## config.mk

```make
export PLATFORM = sky130hd
export DESIGN_NAME = otp_read_ctrl
export DESIGN_NICKNAME = d
export VERILOG_FILES = /design/src/rtl/otp_read_ctrl.sv
export SDC_FILE = /design/constraint.sdc
export NUM_CORES = 1
export LEC_CHECK = 0
export ABC_CLOCK_PERIOD_IN_PS = 4000
export CAP_MARGIN = 20
export CORE_MARGIN = 2
export CORE_UTILIZATION = 50
export CTS_BUF_LIST = sky130_fd_sc_hd__clkbuf_4 sky130_fd_sc_hd__clkbuf_8
export CTS_CLUSTER_SIZE = 8
export DETAILED_ROUTE_END_ITERATION = 7
export DONT_BUFFER_PORTS = 1
export PLACE_DENSITY = 0.68
export RECOVER_POWER = 50
export SYNTH_ARGS = -nofsm -noshare
export SYNTH_HDL_FRONTEND = slang
export SYNTH_SLANG_ARGS = --single-unit
```

## constraint.sdc

```tcl
create_clock -name clk -period 4 [get_ports clk]
set_input_delay 1 -clock clk [delete_from_list [all_inputs] [get_ports clk]]
set_output_delay 1 -clock clk [all_outputs]
set_load 0.1 [all_outputs]
```

## src/rtl/otp_read_ctrl.sv

```systemverilog
module otp_read_ctrl #(
  parameter int unsigned ADDR_W     = 8,
  parameter int unsigned FUSE_AW    = 7,
  parameter logic [31:0] POISON     = 32'hBADA_BADA,
  parameter logic [31:0] TIMING_RST = 32'h0005_2100
) (
  input  logic               clk,
  input  logic               rst_n,
  input  logic               bus_wr,
  input  logic [ADDR_W-1:0]  bus_addr,
  input  logic [31:0]        bus_wdata,
  output logic [31:0]        bus_rdata,
  output logic [FUSE_AW-1:0] fuse_addr,
  output logic               fuse_rd_en,
  input  logic [31:0]        fuse_data,
  input  logic               fuse_fail
);
  localparam logic [ADDR_W-1:0] OFF_CTRL = ADDR_W'(8'h00);
  localparam logic [ADDR_W-1:0] OFF_SET  = ADDR_W'(8'h04);
  localparam logic [ADDR_W-1:0] OFF_CLR  = ADDR_W'(8'h08);
  localparam logic [ADDR_W-1:0] OFF_TIME = ADDR_W'(8'h10);
  localparam logic [ADDR_W-1:0] OFF_TRIG = ADDR_W'(8'h30);
  localparam logic [ADDR_W-1:0] OFF_DATA = ADDR_W'(8'h40);
  localparam int unsigned       ERR_BIT  = 9;
  localparam int unsigned       BUSY_BIT = 8;
  localparam logic [31:0] CTRL_MASK = 32'hFFFF_0000 | 32'h0000_0600 | ((32'd1 << FUSE_AW) - 32'd1);
  localparam logic [31:0] TIME_MASK = 32'h003F_FFFF;
  localparam int unsigned CNT_W = 6;

  typedef enum logic [1:0] {S_IDLE, S_RELAX, S_STROBE, S_LATCH} state_t;

  state_t             state_q;
  logic [CNT_W-1:0]   cnt_q;
  logic [31:0]        ctrl_q, ctrl_host, timing_q, rdata_q;
  logic [FUSE_AW-1:0] addr_q;

  wire busy       = (state_q != S_IDLE);
  wire err        = ctrl_q[ERR_BIT];
  wire trig       = bus_wr && (bus_addr == OFF_TRIG) && (bus_wdata == 32'd1);
  wire start      = trig && !busy && !err;
  wire trig_bad   = trig && (busy || err);
  wire latch_bad  = (state_q == S_LATCH) && (fuse_fail || err);
  wire hw_err_set = (trig && busy) || latch_bad;
  wire [CNT_W-1:0] relax_cnt  = CNT_W'(timing_q[15:12]);
  wire [CNT_W-1:0] strobe_cnt = timing_q[21:16];

  always_comb begin
    ctrl_host = ctrl_q;
    if (bus_wr) begin
      case (bus_addr)
        OFF_CTRL: ctrl_host = bus_wdata & CTRL_MASK;
        OFF_SET:  ctrl_host = ctrl_q | (bus_wdata & CTRL_MASK);
        OFF_CLR:  ctrl_host = ctrl_q & ~(bus_wdata & CTRL_MASK);
        default:  ctrl_host = ctrl_q;
      endcase
    end
  end

  always_ff @(posedge clk or negedge rst_n) begin
    if (!rst_n) begin
      ctrl_q   <= '0;
      timing_q <= TIMING_RST & TIME_MASK;
    end else begin
      ctrl_q <= ctrl_host | (hw_err_set ? (32'd1 << ERR_BIT) : 32'd0);
      if (bus_wr && bus_addr == OFF_TIME) timing_q <= bus_wdata & TIME_MASK;
    end
  end

  always_ff @(posedge clk or negedge rst_n) begin
    if (!rst_n) begin
      state_q <= S_IDLE;
      cnt_q   <= '0;
      addr_q  <= '0;
    end else begin
      case (state_q)
        S_IDLE: if (start) begin
          state_q <= S_RELAX;
          cnt_q   <= relax_cnt;
          addr_q  <= ctrl_q[FUSE_AW-1:0];
        end
        S_RELAX: if (cnt_q == '0) begin
          state_q <= S_STROBE;
          cnt_q   <= strobe_cnt;
        end else cnt_q <= cnt_q - 1'b1;
        S_STROBE: if (cnt_q == '0) state_q <= S_LATCH;
                  else cnt_q <= cnt_q - 1'b1;
        default: state_q <= S_IDLE;
      endcase
    end
  end

  always_ff @(posedge clk or negedge rst_n) begin
    if (!rst_n)                       rdata_q <= '0;
    else if (trig_bad || latch_bad)   rdata_q <= POISON;
    else if (state_q == S_LATCH)      rdata_q <= fuse_data;
  end

  assign fuse_rd_en = (state_q == S_STROBE);
  assign fuse_addr  = addr_q;

  always_comb begin
    case (bus_addr)
      OFF_CTRL, OFF_SET, OFF_CLR: bus_rdata = ctrl_q | (32'(busy) << BUSY_BIT);
      OFF_TIME: bus_rdata = timing_q;
      OFF_DATA: bus_rdata = rdata_q;
      default:  bus_rdata = '0;
    endcase
  end

  assert_start_busy_R5: assert property (@(posedge clk) disable iff (!rst_n)
    (trig && !busy && !err) |=> bus_wr || (bus_rdata[BUSY_BIT] || bus_addr != OFF_CTRL) || busy);
  assert_addr_stable_R5: assert property (@(posedge clk) disable iff (!rst_n)
    (fuse_rd_en && $past(fuse_rd_en)) |-> $stable(fuse_addr));
  assert_idle_after_pulse_R5: assert property (@(posedge clk) disable iff (!rst_n)
    $fell(fuse_rd_en) |=> !busy);
  assert_fail_poison_R7: assert property (@(posedge clk) disable iff (!rst_n)
    (state_q == S_LATCH && fuse_fail) |=> (ctrl_q[ERR_BIT] && rdata_q == POISON));
  assert_err_trig_R8: assert property (@(posedge clk) disable iff (!rst_n)
    (trig && !busy && err) |=> (!busy && !fuse_rd_en && rdata_q == POISON));
  assert_busy_trig_R9: assert property (@(posedge clk) disable iff (!rst_n)
    (trig && busy) |=> (ctrl_q[ERR_BIT] && rdata_q == POISON));
endmodule

```

# After elaboration in Yosys (flattened, before gate mapping)
# Cells that the tools add are included.
[totals]
ff_bits = 101
out_inout_bits = 40
input_bits = 76
elab_cells = 63
[op_classes]
n_mux = 14
n_eq_ne = 13
n_bitwise = 5
n_reduce_logical = 24
addsub = 1
[op_table]
columns = ["op", "n"]
rows = [
  ["$pmux 32 s3", 2],
  ["$mux 32", 3],
  ["$and 32x32->32", 1],
  ["$eq 32x1->1 const B", 1],
  ["$not 32->32", 1],
  ["$or 32x10->32", 1],
  ["$or 32x32->32", 1],
  ["$or 32x9->32", 1],
  ["$mux 6", 3],
  ["$pmux 6 s3", 1],
  ["$mux 10", 1],
  ["$eq 8x3->1 const B", 1],
  ["$eq 8x4->1 const B", 1],
  ["$eq 8x5->1 const B", 1],
  ["$eq 8x6->1 const B", 1],
  ["$eq 8x7->1 const B", 1],
  ["$logic_and 1x1->1", 8],
  ["$logic_not 8->1", 1],
  ["$logic_not 6->1", 1],
  ["$mux 2", 3],
  ["$ne 2x2->1 const B", 3],
  ["$pmux 2 s3", 1],
  ["$reduce_and 3->1", 2],
  ["$sub 6x1->6 const B", 1],
  ["10 further kinds", 16],
]

# Logic depth before layout (Yosys ltp)
# Gate-level depths: netlist (run 1).
[depth]
ltp_word = 7
ltp_mapped = 8

# Worst setup path after synthesis (run 1)
# OpenSTA, ideal clock, no wires.
[synth_path]
path_kind = "input-to-output"
from = "input bus_addr[7]"
to = "output bus_rdata[22]"
arrival_ns = 3.026
slack_ns = -0.026
required_time_ns = 3.000
stages = 5
cell_sequence = "or3_1 > buf_2 > a211oi_2 > clkbuf_1 > a22o_1"
[synth_via]
elab_chain_len = 3
word_cells_on_any_way = 7
classes_between = "eq/ne (4); mux (1); reduce/logical (2)"
[synth_lines]
columns = ["item", "line_no", "text"]
rows = [
  ["start, declared", "10", "input logic [ADDR_W-1:0] bus_addr,"],
  ["$eq 8x3->1 (tied with other cells)", "102", "case (bus_addr)"],
  ["$reduce_or 3->1", "102", ""],
  ["$pmux 32 s3 *", "102", ""],
  ["end, declared", "12", "output logic [31:0] bus_rdata,"],
]
# Every way passes the cells marked *; elsewhere a longest branch is shown, timed or not.

# Worst setup path in the final report (run 1)
[layout_path]
from = "input bus_addr[7]"
to = "output bus_rdata[8]"
# Same word-level chain as after synthesis.

==> results.rst, run 1 <==
.. list-table::
   :header-rows: 1

   * - Metric
     - Value
   * - WL per Instance
     - 22.5 microns
   * - Number of distinct standard cells referenced by the synthesized netlist
     - 56
   * - Layout cells sized above 1
     - between 15 and 20%
   * - Nets@finish
     - 551
   * - Largest area contributor in the synthesized netlist
     - sky130_fd_sc_hd__dfrtp_1
   * - Die Height
     - 103 microns
   * - Share of synthesized area occupied by flip-flops and latches
     - 48.5%
   * - Crit path launch type
     - input pin
   * - Detailed Routing Iterations Pass 1
     - 6
   * - Primary flip-flop cell chosen by synthesis mapping
     - sky130_fd_sc_hd__dfrtp_1
   * - Sum of buffers and inverters on the critical path
     - 3
   * - Port bufs
     - 0
   * - Worst path depth
     - 7
   * - Cell area power density
     - 287 mW/mm^2
   * - Final critical-path required period
     - 3.77 ns
   * - Buffer type at the clock tree root
     - sky130_fd_sc_hd__clkbuf_8
   * - Final standard cell area without fillers
     - 0.00581 sq mm
   * - Cell family with most CP delay
     - buffers and inverters
   * - Starting DRC count in detailed routing
     - 255
   * - Total detailed-routing wirelength
     - 13.6 mm
   * - Overall power after layout
     - between 1.5 and 2 mW
   * - Ant diodes
     - 0
   * - Area of the placeable core
     - 0.00933 sq mm
   * - Yosys reg bits
     - 94
   * - Type of the worst setup path
     - input pin to output pin
   * - RSZ-0062 raised after global routing
     - false
   * - Dominant combinational cell family by area after synthesis
     - compound AO/OA/AOI/OAI gates
   * - HPWL after detailed placement
     - 9.85 mm
   * - Register-to-register setup slack
     - around 1.3 ns
   * - Synthesized area
     - between 0.004 and 0.005 sq mm
   * - Global placer's final weighted congestion
     - about 0.89
   * - Slowest-stage cell, CP
     - sky130_fd_sc_hd__or3_1
   * - Post-CTS repair timing setup buffer count
     - 0
   * - Post-Synth Simple-Gate Area
     - 11.6%
   * - Antenna violations before repair
     - 0
   * - Remaining design rule violation count
     - 0
   * - Maximum VDD drop
     - 198 uV
   * - Count of final max-slew check failures
     - 10
   * - Arithmetic-cell share of the synthesized area counting full adders, half adders and majority gates
     - 1.29%
   * - Result of the run
     - finished, violations left
   * - Type of the worst min-delay path
     - input pin to async pin
   * - Final cell utilization of the core
     - 62.3%
   * - Post-synthesis compound-gate area fraction
     - 19.5%
   * - Top-level I/O count
     - 116
   * - Cts bufs inserted
     - 9
   * - Share of the synthesized area in the top cell type
     - ~46%
   * - Clock latency at the later pin of the worst-skew pair
     - 0.37 ns
   * - Placed instance area
     - roughly 0.0057 sq mm
   * - Worst endpoint data arrival time
     - 2.77 ns
   * - Number of synthesized flops with an enable pin
     - 0
   * - Synth top area cells
     - sky130_fd_sc_hd__dfrtp_1 46%, sky130_fd_sc_hd__a22o_1 7.4%, sky130_fd_sc_hd__mux2i_1 7.0%
   * - Total number of H-tree levels
     - 3
   * - Final Hold Violating Endpoints
     - 0
   * - Largest stage delay on the critical path
     - 0.44 ns
   * - Total number of clock tree sinks
     - 94
   * - Largest net degree at the start of global routing
     - 95
   * - Post-Synthesis Cells
     - 442
   * - Final Non-Filler Cells
     - 604
   * - Max transition margin
     - -17.5%
   * - Endpoint class of the critical path
     - output pin
   * - Highest achievable clock rate
     - ~270 MHz
   * - Deepest clock path buffer count
     - 2
   * - Cells resized by post-CTS repair
     - 0
   * - Number of cells traversed by the worst register-to-register path
     - 7
   * - Endpoints failing setup
     - 0
   * - Req. time, crit path
     - 3.00 ns
   * - Clock slew seen by the registers of the worst setup and hold paths
     - 0.11 ns
   * - Xor and xnor area share after synthesis
     - 0%
   * - Core Rows
     - 35
   * - Antenna violation net count after detailed routing
     - 0
   * - Post-synthesis net count
     - 523
   * - Max-Cap Viols
     - 1
   * - Transition time at the pin with the least slew margin
     - 1.76 ns
   * - Total Neg Setup Slack
     - 0 ns
   * - Synth-to-layout area growth
     - 19.7%
   * - CTS tree
     - done
   * - Setup clock skew after layout
     - 0.0147 ns
   * - Die Area
     - 0.0105 sq mm
   * - Number of global-route vias before repair
     - approximately 4000
   * - First-pass GRT wire length
     - 21.5 mm
   * - Maximum net fanout on the critical path
     - 23
   * - Number of warnings printed during yosys synthesis
     - 0
   * - Die Wd
     - about 100 microns
   * - Placed insts
     - between 500 and 600
   * - Cell leakage power
     - 2.73 nW
   * - # hold bufs at CTS
     - 0
   * - Final Cycle Share
     - 94.3%
   * - Initial core utilization
     - 52.1%
   * - Via Count
     - 3850
   * - Fraction of registers with async set or reset after synthesis
     - 100%
   * - Total routing resource utilization after global routing
     - between 20 and 30%
   * - Multiplexer area fraction after synthesis
     - 14.2%
   * - Violations in the final reports
     - capacitance limit, slew limit
   * - Gr ovfl total
     - 0
   * - Mean instance size in the synthesized netlist
     - 11.0 sq um
   * - Via density per instance
     - 6.37
   * - Cell Chain, Critical Path
     - or3_1 > clkbuf_1 > nor4_4 > buf_4 > a22o_1 > a21o_1 > buf_12
==> stage by stage <==
step                setup WS (ns)  hold WS [ns]
floorplan                  0.0474         0.463
global placement            0.313         0.473
detailed placement          0.292         0.483
CTS                         0.282         0.299
global route                0.149         0.287
finish                      0.227         0.308
==> logic make-up (layout without fill, tap and decap cells) <==
family / after synthesis / count (layout)
adders and majority gates: 5 / 5
DFF: 94 / 94
muxes: 65 / 65
buffers and inverters: 57 / 90
and+or+nand+nor: 101 / 101
AOI/OAI and AO/OA: 120 / 120
==> cells in the final DEF, fill, tap and decap left out, drive strengths merged, types with 5 or more instances in the layout <==
| cell | n |
|---|---|
| or3 | 5 |
| mux2 | 31 |
| a22o | 41 |
| inv | 33 |
| nand2 | 31 |
| ha | 5 |
| buf | 44 |
| clkbuf | 11 |
| nor2 | 26 |
| a21oi | 7 |
| a222oi | 15 |
| o21ai | 31 |
| nor3 | 5 |
| dfrtp | 90 |
| nor4 | 15 |
| mux2i | 34 |
==> flip-flops by register name (all words and copies together), names as in the netlist <==
name,flops
rdata_q,32
fuse_addr,7
timing_q,22
ctrl_q,25
cnt_q,6
state_q,2
==> final timing paths <==
kind,start,to
max in group asynchronous,rst_n,timing_q[8]
max,bus_addr[7],bus_rdata[8]
max reg2reg,cnt_q[0],cnt_q[5]
min in group clk,timing_q[3],timing_q[3]
min reg2reg,timing_q[3],timing_q[3]
min,rst_n,rdata_q[17]
==> power breakdown <==
group	switching, mW	internal [mW]	leakage [nW]	total (mW)
Combinational	0.0276	0.0314	1.36	0.0590
Sequential	0.0252	0.982	1.28	1.01
Clock	0.358	0.245	0.0932	0.604
Total	0.411	1.26	2.73	1.67
==> synth_stat cells, types with 5 or more instances <==
master and count:
sky130_fd_sc_hd__dfrtp_1 90, sky130_fd_sc_hd__a22o_1 41, sky130_fd_sc_hd__mux2i_1 34, sky130_fd_sc_hd__nand2_1 31, sky130_fd_sc_hd__o21ai_0 30, sky130_fd_sc_hd__inv_1 29, sky130_fd_sc_hd__nor2_1 26, sky130_fd_sc_hd__clkbuf_1 20
sky130_fd_sc_hd__mux2_1 20, sky130_fd_sc_hd__a222oi_1 15, sky130_fd_sc_hd__nor4_1 12, sky130_fd_sc_hd__mux2_2 11, sky130_fd_sc_hd__a21oi_1 7, sky130_fd_sc_hd__buf_2 6, sky130_fd_sc_hd__ha_1 5, sky130_fd_sc_hd__or3_1 5
==> worst reg2reg max path: cells and delay by family (launching register included) <==
| kind | cells | cell delay (ns) |
|---|---|---|
| buffers and inverters | 1 | 0.09 |
| and+or+nand+nor | 3 | 1.39 |
| adders and majority gates | 1 | 0.26 |
| AOI/OAI and AO/OA | 2 | 0.34 |
| DFF | 1 | 0.46 |
==> routing by layer <==
layer | vias up | track usage [%] | routed length [microns]
met1 | 1948 | 37.9 | 5580
met2 | 163 | 42.3 | 6640
met5 | - | 0 | 0
li1 | 1724 | - | -
met4 | 0 | 9.13 | 175
met3 | 15 | 5.97 | 1190
==> layout make-up <==
cell class              count  area (sq um)
inverters                  29           109
well taps                 129           161
multi-input cells         291          2260
fillers                   785          3520
clock buffers              10           131
flip-flops and latches     94          2360
clock inverters             6          53.8
repair buffers             45           734
Power figures use the tool's default switching activity.
==> inputs of run 2 (changes only) <==
Settings changed: ABC_AREA set to 1.
==> run 2 against run 1 <==
Net effect:
- the flow still finishes with violations (capacitance limit, slew limit)
- synthesized cell count increased by 62%
- combinational power increased by 95%
- sequential share of layout area decreased by 3.3 points
- total power increased by 11%
- setup slack improved by 0.19 ns
==> results.rst, run 2 <==
.. list-table::
   :header-rows: 1

   * - Metric
     - Value
   * - Result of the run
     - finished, violations left
   * - Violations in the final reports
     - capacitance limit, slew limit
   * - Gr ovfl total
     - 0
   * - Cell leakage power
     - around 3.2 nW
   * - Share of the synthesized area in the top cell type
     - 43.2%
   * - Number of distinct standard cells referenced by the synthesized netlist
     - 30
   * - Post-Synthesis Cells
     - 716
   * - Post-synthesis net count
     - roughly 800
   * - Global placer's final weighted congestion
     - 0.910
   * - Type of the worst setup path
     - input pin to output pin
   * - Highest achievable clock rate
     - around 280 MHz
   * - Buffer type at the clock tree root
     - sky130_fd_sc_hd__clkbuf_8
   * - Post-CTS repair timing setup buffer count
     - 0
   * - Endpoint class of the critical path
     - output pin
   * - Antenna violations before repair
     - 0
   * - Most frequent cell after synthesis
     - sky130_fd_sc_hd__nand2_1
   * - Total net switching power
     - 0.426 mW
   * - Cells resized by post-CTS repair
     - 0
   * - WL per Instance
     - 17.1 microns
   * - Final Non-Filler Cells
     - 874
   * - Endpoints failing setup
     - 0
   * - Maximum VDD drop
     - 136 uV
   * - Synth-to-layout area growth
     - 21.4%
   * - Largest area contributor in the synthesized netlist
     - sky130_fd_sc_hd__dfrtp_1
   * - Max-Cap Viols
     - 1
   * - Cell area power density
     - 292 mW/mm^2
   * - Final Cycle Share
     - 89.7%
   * - Clock slew seen by the registers of the worst setup and hold paths
     - 0.09 ns
   * - Type of the worst min-delay path
     - input pin to async pin
   * - Sequential fraction of design power
     - 54.0%
   * - Largest stage delay on the critical path
     - approximately 0.46 ns
   * - Sum of buffers and inverters on the critical path
     - 4
   * - # hold bufs at CTS
     - 0
   * - Top-level I/O count
     - roughly 120
   * - Clock latency at the later pin of the worst-skew pair
     - 0.37 ns
   * - Cell family with most CP delay
     - buffers and inverters
   * - RSZ-0062 raised after global routing
     - false
   * - Number of global-route vias before repair
     - ~4700
   * - Total number of clock tree sinks
     - 94
   * - Pint
     - 1.42 mW
   * - Final-layout fill cell count
     - roughly 950
   * - Nets@finish
     - 814
   * - Total Neg Setup Slack
     - 0 ns
   * - Largest net degree at the start of global routing
     - 95
   * - Most frequent cells after synthesis
     - 222 x sky130_fd_sc_hd__nand2_1, 90 x sky130_fd_sc_hd__dfrtp_1, 89 x sky130_fd_sc_hd__nand3_1, 79 x sky130_fd_sc_hd__inv_1, 67 x sky130_fd_sc_hd__nor2_1
   * - Registers with the most flip-flops
     - rdata_q: 32 flops, ctrl_q: 25 flops, timing_q: 22 flops
   * - Fraction of registers with async set or reset after synthesis
     - 100%
   * - Initial core utilization
     - 50.9%
   * - Deepest clock path buffer count
     - 2
   * - Final hold slack
     - ~0.3 ns
   * - Total number of H-tree levels
     - 3
   * - Max transition margin
     - -15.8%
   * - CTS tree
     - done
   * - Detailed Routing Iterations Pass 1
     - 5
   * - Final critical-path required period
     - approximately 3.6 ns
   * - Register containing the most flip-flops in the final layout
     - rdata_q
   * - Port bufs
     - 0
   * - Remaining design rule violation count
     - 0
   * - Total routing resource utilization after global routing
     - 27.6%
   * - Req. time, crit path
     - 3.00 ns
   * - Switching share of power
     - 23.0%
   * - Synthesized area
     - about 0.0052 sq mm
   * - Crit path launch type
     - input pin
   * - Overall power after layout
     - 1.85 mW
   * - Final Hold Violating Endpoints
     - 0
   * - Cts bufs inserted
     - 9
   * - Slowest-stage cell, CP
     - sky130_fd_sc_hd__inv_2
   * - First-pass GRT wire length
     - 24.0 mm
   * - Transition time at the pin with the least slew margin
     - 1.74 ns
   * - Mean instance size in the synthesized netlist
     - 7.28 sq um
   * - HPWL after detailed placement
     - between 10 and 15 mm
   * - Via density per instance
     - around 5.5
   * - Yosys reg bits
     - 94
   * - Clock network power share
     - 39.8%
   * - Setup clock skew after layout
     - a little over 0.009 ns
   * - Most used cells in the layout excluding fill and tap cells
     - 221 x sky130_fd_sc_hd__nand2_1, 90 x sky130_fd_sc_hd__dfrtp_1, 89 x sky130_fd_sc_hd__nand3_1
   * - Ant diodes
     - 0
   * - Total detailed-routing wirelength
     - 14.9 mm
   * - Die Wd
     - 106 microns
   * - Maximum net fanout on the critical path
     - 33
   * - Area of the placeable core
     - between 0.01 and 0.015 sq mm
   * - Share of synthesized area occupied by flip-flops and latches
     - 45.2%
   * - Die Height
     - 106 microns
   * - Die Area
     - around 0.011 sq mm
   * - Synth top area cells
     - sky130_fd_sc_hd__dfrtp_1 43%, sky130_fd_sc_hd__nand2_1 16%, sky130_fd_sc_hd__nand3_1 8.5%
   * - Number of warnings printed during yosys synthesis
     - 0
   * - Primary flip-flop cell chosen by synthesis mapping
     - sky130_fd_sc_hd__dfrtp_1
   * - Worst endpoint data arrival time
     - ~2.6 ns
   * - Most common cell after layout, fill and taps aside
     - sky130_fd_sc_hd__nand2_1
   * - Starting DRC count in detailed routing
     - 342
   * - Via Count
     - 4812
   * - Antenna violation net count after detailed routing
     - 0
   * - Fraction of power consumed by combinational cells
     - around 6.2%
   * - Number of flip-flops under the largest register name
     - 32
   * - Number of synthesized flops with an enable pin
     - 0
   * - Cell Chain, Critical Path
     - nor2_1 > nand2_2 > inv_4 > nand4_4 > inv_2 > buf_4 > nand2_1 > o21ai_2 > buf_12
   * - Layout cells sized above 1
     - 13.8%
   * - Placed insts
     - 858
   * - Count of final max-slew check failures
     - 43
   * - Core Rows
     - 37
[run 2: changes by cell type after synthesis, moves of 16 or more]
| cell | previous run | this run |
|---|---|---|
| sky130_fd_sc_hd__a22o_1 | 41 | 0 |
| sky130_fd_sc_hd__inv_1 | 29 | 79 |
| sky130_fd_sc_hd__mux2_1 | 20 | 0 |
| sky130_fd_sc_hd__mux2i_1 | 34 | 0 |
| sky130_fd_sc_hd__nand2_1 | 31 | 222 |
| sky130_fd_sc_hd__nand3_1 | 3 | 89 |
| sky130_fd_sc_hd__nand3b_1 | 0 | 20 |
| sky130_fd_sc_hd__nor2_1 | 26 | 67 |
| sky130_fd_sc_hd__o21ai_1 | 1 | 17 |
[run 2: cell type report]
class | instances | area, sq um | share of cell area (%)
clock buffers | 13 | 166 | 2.63
flip-flops and latches | 94 | 2360 | 37.2
clock inverters | 3 | 67.6 | 1.07
multi-input cells | 505 | 2490 | 39.3
well taps | 136 | 170 | 2.69
inverters | 85 | 322 | 5.08
repair buffers | 38 | 757 | 12.0
[run 2: power groups by stage]
stage	Combinational, mW	Clock, mW	Sequential, mW
finish	0.115	0.736	0.999
global route	0.131	0.782	1.00
CTS	0.115	0.745	0.999
detailed placement	0.115	0	1.02
global placement	0.112	0	1.02
floorplan	0.0974	0	1.01
[run 2: layer usage]
layer / track usage [%] / routed length (microns) / up-vias / part of all wire, %
met3: 7.48 / 1310 / 36 / 8.8
met1: 36.3 / 6160 / 2253 / 41
met5: 0 / 0 / - / 0
li1: - / - / 2310 / -
met2: 44.7 / 7130 / 213 / 48
met4: 8.74 / 326 / 0 / 2.2
[run 2: cells by family after synthesis]
group,Yosys count,synth area share [%]
AOI/OAI and AO/OA,73,7.80
adders and majority gates,5,1.20
DFF,94,45.2
and+or+nand+nor,427,36.6
buffers and inverters,117,9.17
[run 2: worst reg2reg max path: cells and delay by family (launching register included)]
kind	cells	cell delay, ns
and+or+nand+nor	5	0.58
DFF	1	0.43
adders and majority gates	1	0.25
buffers and inverters	5	1.90
[run 2: worst paths after layout]
kind,from,endpoint,slack [ns],depth (start not counted)
setup / recovery,bus_addr[1],bus_rdata[12],0.41,9
hold / removal,rst_n,timing_q[5],0.30,0
setup reg to reg,state_q[1],rdata_q[30],0.79,11
hold reg to reg,timing_q[8],timing_q[8],0.47,2
max in group asynchronous,rst_n,timing_q[13],3.48,0
min in group clk,timing_q[8],timing_q[8],0.47,2
[run 2: metrics by stage]
stage	worst slack [ns]	cell area (sq um)	utilization (%)
final	0.413	6330	61.9
after global routing	0.292	6330	61.9
after CTS	0.425	6340	61.9
after detailed placement	0.428	6100	59.7
after global placement	0.456	6100	59.7
after floorplan	-0.144	5310	-
